--- config.mk ---
export PLATFORM = sky130hd
export DESIGN_NAME = mtx_encoder
export DESIGN_NICKNAME = d
export VERILOG_FILES = /design/src/rtl/mtx_pkg.sv /design/src/rtl/mtx_clkgen.sv /design/src/rtl/mtx_core.sv /design/src/rtl/mtx_route.sv /design/src/rtl/mtx_encoder.sv
export SDC_FILE = /design/constraint.sdc
export NUM_CORES = 1
export LEC_CHECK = 0
export BUFFER_PORTS_ARGS = -buffer_cell sky130_fd_sc_hd__buf_2
export CORE_MARGIN = 2
export CORE_UTILIZATION = 40
export CTS_CLUSTER_DIAMETER = 60
export DETAILED_ROUTE_END_ITERATION = 8
export HOLD_SLACK_MARGIN = 0.03
export PLACE_DENSITY = 0.69
export SYNTH_ARGS = -nofsm -noshare
export SYNTH_HDL_FRONTEND = slang
export SYNTH_SLANG_ARGS = --single-unit
--- constraint.sdc ---
create_clock -name clk -period 1.6 [get_ports clk]
set_input_delay 0.24 -clock clk [delete_from_list [all_inputs] [get_ports clk]]
set_output_delay 0.24 -clock clk [all_outputs]
set_load 0.005 [all_outputs]
--- src/rtl/mtx_pkg.sv ---
package mtx_pkg;
  typedef enum logic [1:0] {
    S_IDLE = 2'd0,
    S_DATA = 2'd1,
    S_SOI  = 2'd2
  } tx_state_e;
endpackage

--- src/rtl/mtx_clkgen.sv ---
module mtx_clkgen (
  input  logic clk,
  input  logic rst_n,
  output logic phase,
  output logic tx_clk
);
  logic ph_q;

  always_ff @(posedge clk) begin
    if (!rst_n) ph_q <= 1'b0;
    else        ph_q <= ~ph_q;
  end

  assign phase  = ph_q;
  assign tx_clk = ~ph_q;

  // the MAC clock alternates on every reference edge
  a_r1_clk_toggle: assert property (@(posedge clk) disable iff (!rst_n)
    ph_q |=> !ph_q);
endmodule

--- src/rtl/mtx_core.sv ---
module mtx_core
  import mtx_pkg::*;
#(
  parameter int SOI_CYCLES = 6
) (
  input  logic clk,
  input  logic rst_n,
  input  logic phase,
  input  logic tx_en,
  input  logic tx_data,
  output logic enc,
  output logic enc_oe,
  output logic active
);
  localparam int CNT_W = (SOI_CYCLES > 1) ? $clog2(SOI_CYCLES) : 1;

  tx_state_e  st;
  logic       bit_q;
  logic [CNT_W-1:0] cnt;

  always_ff @(posedge clk) begin
    if (!rst_n) begin
      st     <= S_IDLE;
      enc    <= 1'b0;
      enc_oe <= 1'b0;
      active <= 1'b0;
      bit_q  <= 1'b0;
      cnt    <= '0;
    end else begin
      case (st)
        S_IDLE: begin
          if (phase && tx_en) begin
            st     <= S_DATA;
            bit_q  <= tx_data;
            enc    <= ~tx_data;
            enc_oe <= 1'b1;
            active <= 1'b1;
          end
        end
        S_DATA: begin
          if (!phase) begin
            enc <= bit_q;
          end else if (tx_en) begin
            bit_q <= tx_data;
            enc   <= ~tx_data;
          end else begin
            st  <= S_SOI;
            enc <= 1'b1;
            cnt <= CNT_W'(SOI_CYCLES - 1);
          end
        end
        S_SOI: begin
          if (cnt == '0) begin
            st     <= S_IDLE;
            enc    <= 1'b0;
            enc_oe <= 1'b0;
            active <= 1'b0;
          end else begin
            cnt <= cnt - 1'b1;
          end
        end
        default: st <= S_IDLE;
      endcase
    end
  end

  // every bit cell carries a mid-cell transition
  a_r3_midbit: assert property (@(posedge clk) disable iff (!rst_n)
    (st == S_DATA && !phase) |=> (enc != $past(enc)));

  // the start-of-idle interval drives a high, enabled line
  a_r4_soi_high: assert property (@(posedge clk) disable iff (!rst_n)
    (st == S_SOI) |-> (enc && enc_oe));

  // a frame begins only on the rising edge of the MAC clock
  a_r2_start_on_edge: assert property (@(posedge clk) disable iff (!rst_n)
    $rose(active) |-> !phase);

  // the activity flag covers every enabled cycle
  a_r5_active_covers: assert property (@(posedge clk) disable iff (!rst_n)
    enc_oe |-> active);

  // idle line is low and released
  a_r4_idle_quiet: assert property (@(posedge clk) disable iff (!rst_n)
    (st == S_IDLE) |-> (!enc && !enc_oe));
endmodule

--- src/rtl/mtx_route.sv ---
module mtx_route (
  input  logic enc,
  input  logic enc_oe,
  input  logic loopback,
  input  logic full_duplex,
  input  logic coll_in,
  output logic line_out,
  output logic line_oe,
  output logic lb_data,
  output logic lb_valid,
  output logic col_out
);
  logic divert;

  always_comb begin
    divert   = loopback & ~full_duplex;
    line_out = enc    & ~divert;
    line_oe  = enc_oe & ~divert;
    lb_data  = enc    &  divert;
    lb_valid = enc_oe &  divert;
    col_out  = coll_in & ~full_duplex;
  end

  // the stream never leaves on both paths together
  always_comb begin
    a_r6_one_path: assert (!(line_oe && lb_valid));
  end
endmodule

--- src/rtl/mtx_encoder.sv ---
module mtx_encoder #(
  parameter int SOI_CYCLES = 6
) (
  input  logic clk,
  input  logic rst_n,
  input  logic tx_en,
  input  logic tx_data,
  input  logic loopback,
  input  logic full_duplex,
  input  logic coll_in,
  output logic tx_clk,
  output logic line_out,
  output logic line_oe,
  output logic lb_data,
  output logic lb_valid,
  output logic col_out,
  output logic tx_active
);
  logic phase;
  logic enc;
  logic enc_oe;

  mtx_clkgen u_clk (
    .clk    (clk),
    .rst_n  (rst_n),
    .phase  (phase),
    .tx_clk (tx_clk)
  );

  mtx_core #(.SOI_CYCLES(SOI_CYCLES)) u_core (
    .clk     (clk),
    .rst_n   (rst_n),
    .phase   (phase),
    .tx_en   (tx_en),
    .tx_data (tx_data),
    .enc     (enc),
    .enc_oe  (enc_oe),
    .active  (tx_active)
  );

  mtx_route u_route (
    .enc         (enc),
    .enc_oe      (enc_oe),
    .loopback    (loopback),
    .full_duplex (full_duplex),
    .coll_in     (coll_in),
    .line_out    (line_out),
    .line_oe     (line_oe),
    .lb_data     (lb_data),
    .lb_valid    (lb_valid),
    .col_out     (col_out)
  );

  // nothing is driven out of reset until a frame starts
  a_r9_reset_quiet: assert property (@(posedge clk)
    !rst_n |=> (!line_oe && !tx_active && !lb_valid));
endmodule

==> results.sh <==
export IMPL_worst_slack_ps=99.5
export IMPL_crit_arrival_ps=1720
export IMPL_critical_path_class="reg -> reg"
export IMPL_grt_max_degree=9
export IMPL_layoutNonFillerInstCount=101
export IMPL_yosysTopAreaCell="dfxtp_1"
export IMPL_layout_drive_gt1_share_pct=25.6
export IMPL_tns_ps=0
export IMPL_antenna_cells=0
export IMPL_finalHoldWorstSlack_ps=210
export IMPL_grt_usage_pct=14.0
export IMPL_synth_area_sq_um=583
export IMPL_finalCritPeriodShare_pct=93.8
export IMPL_wl_per_cell_microns=10.8
export IMPL_drt_iter0_markers=5
export IMPL_place_hpwl_microns=857
export IMPL_clkTransAtPathRegs_ps=70
export IMPL_via_count=513
export IMPL_grt_met1_usage_pct=17.4
export IMPL_ir_worst_vdd_v=0.000542
export IMPL_postCtsHoldBufs=0
export IMPL_vias_per_cell=5.08
export IMPL_cp_slowest_stage_delay_ps=400
export IMPL_dp_slack_ps=70.0
export IMPL_p_total_mw=0.962
export IMPL_worstMarginPinSlew_ps=274
export IMPL_cts_root_buffer_cell="clkbuf_4"
export IMPL_ys_top_cells_by_area="dfxtp_1 31%, ha_1 15%, inv_1 7.1%, mux2i_1 6.9%, nand2_1 5.8%"
export IMPL_start_kind="flip-flop"
export IMPL_slew_headroom_pct=81.8
export IMPL_grt_pass1_vias=489
export IMPL_ios=14
export IMPL_cp_end_kind="flip-flop"
export IMPL_htree_levels=1
export IMPL_max_freq_mhz=666
export IMPL_multiInputGateArea_sq_um=363
export IMPL_cts_setup_buffers=0
export IMPL_cts_sinks=9
export IMPL_yosysTopAreaCellShare_pct=30.9
export IMPL_core_area_sq_mm=0.00133
export IMPL_grt_pass1_wl_microns=1900
export IMPL_required_ps=1820
export IMPL_period_minus_slack_ps=1500
export IMPL_fin_nets=101
export IMPL_start_util_pct=43.7
export IMPL_wirelength_microns=1100
export IMPL_syn_area_per_cell_sq_um=8.33
export IMPL_rows=13
export IMPL_clock_path_buffers=2
export IMPL_numCtsBuffers=3
export IMPL_dp_cells=97
export IMPL_ys_ff_latch=9
export IMPL_fill_cells=136
export IMPL_dpl_cell_area_sq_um=663
export IMPL_final_util_pct=52.2
export IMPL_gr_total_overflow=0
export IMPL_setup_viol=0
export IMPL_die_width_microns=42.2
export IMPL_drv_slew=0
export IMPL_clock_latency_ps=280
export IMPL_synth_nets=84
export IMPL_finClkSkew_ps=7.26
export IMPL_antenna_found_initial=0
export IMPL_yosysUniqueCellTypes=24
export IMPL_seq_area_sq_um=181
export IMPL_design_area_sq_um=696
export IMPL_first_pass_iters=4
export IMPL_hold_viol_final=0
export IMPL_dieArea_sq_mm=0.00178
export IMPL_status="complete, no violations"
export IMPL_critical_path_cell_chain="inv_1 > ha_1 > or3_1 > a211oi_2 > a41o_1"
export IMPL_powerDensity_mw_per_mm2=1380
export IMPL_top_usage_layer="met2"
export IMPL_die_h_microns=42.2
export IMPL_cts_resized=0
export IMPL_drc=0
export IMPL_path_max_fanout=5
export IMPL_holdCritPathClass="in -> reg"
export IMPL_port_buffers=13
export IMPL_rsz0062_at_grt="no"
export IMPL_leakagePower_nw=0.327
export IMPL_gp_congestion=0.796
export IMPL_area_delta_synth_final_pct=19.3
export IMPL_grtUsageMet2_pct=21.8
export IMPL_ys_warn_count=0
export IMPL_ant_nets=0
export IMPL_maxCapViolations=0
export IMPL_critical_path_slowest_cell="or3_1"
export IMPL_yosysSeqAreaShare_pct=30.9
export IMPL_grt_use_met3_pct=3.88
export IMPL_netlist_instances=70
export IMPL_cts_tree="yes"
==> state kept, by name, summed over array words and instances (netlist names) <==
name	flops
u_core.bit_q	1
u_core.enc_oe	1
u_core.cnt	3
u_core.enc	1
u_clk.phase	1
u_core.st	2
==> layout make-up <==
cell class                 count  share of cell area (%)
sequential                     9                    26.1
tap                           15                    2.70
timing repair buffer          13                    9.35
multi-input combinational     49                    52.2
clock buffer                   4                    3.78
inverter                      11                    5.94
==> synthesized netlist by cell type <==
| cell type | count |
|---|---|
| a22oi_2 | 1 |
| a21oi_1 | 3 |
| a221o_1 | 1 |
| nor2_1 | 6 |
| nor2b_1 | 1 |
| o41ai_2 | 1 |
| clkbuf_1 | 1 |
| nand2b_1 | 2 |
| mux2i_1 | 4 |
| o221ai_1 | 1 |
| and2_1 | 2 |
| ha_1 | 7 |
| or3_1 | 1 |
| nand2_1 | 9 |
| o21ai_0 | 2 |
| a22oi_1 | 1 |
| a31oi_1 | 1 |
| a211o_2 | 1 |
| a41o_1 | 1 |
| nand2b_2 | 1 |
| a211oi_1 | 2 |
| dfxtp_1 | 9 |
| nand4_1 | 1 |
| inv_1 | 11 |
==> report_power, final <==
group	switching (mW)	leakage [nW]	internal, mW
clock	0.0915	0.0150	0.0967
sequential	0.0434	0.0742	0.286
combinational	0.245	0.237	0.200
==> cells in the final DEF (no fill, tap or decap), types with 3 or more instances in the layout <==
cell      count
a21oi_1       3
buf_2        13
clkbuf_4      3
dfxtp_1       8
ha_1          7
inv_1        11
mux2i_1       4
nand2_1       9
nor2_1        6
==> metal layers <==
metal | part of all wire [%] | vias up
li1 | - | 270
met1 | 48 | 226
met2 | 43 | 15
met3 | 7.0 | 2
met4 | 2.3 | 0
met5 | 0 | -
==> final timing paths <==
path	start	endpoint	slack (ps)	cells past startpoint
max	u_core.st[1]$_SDFFE_PN0P_	u_core.enc$_SDFFE_PN0P_	100	5
min	tx_data	u_core.bit_q$_SDFFE_PN0P_	210	3
min reg2reg	u_core.st[0]$_SDFFE_PN0P_	u_core.st[0]$_SDFFE_PN0P_	490	2
max reg2reg	u_core.st[1]$_SDFFE_PN0P_	u_core.enc$_SDFFE_PN0P_	100	5
==> worst max-delay path, delay by kind of cell (launching register included) <==
| kind | cells | cell delay (ps) |
|---|---|---|
| compound gates | 2 | 340 |
| fa+ha+maj | 1 | 250 |
| buf+inv | 1 | 100 |
| flops | 1 | 360 |
| simple gates | 1 | 400 |
==> cell families after synthesis <==
group / count (synthesis) / share of synthesized area (%)
muxes: 4 / 6.87
buffers and inverters: 12 / 7.72
AOI/OAI and AO/OA: 15 / 20.8
and+or+nand+nor: 23 / 18.7
DFF: 9 / 30.9
adders and majority gates: 7 / 15.0
Power figures use the tool's default switching activity.
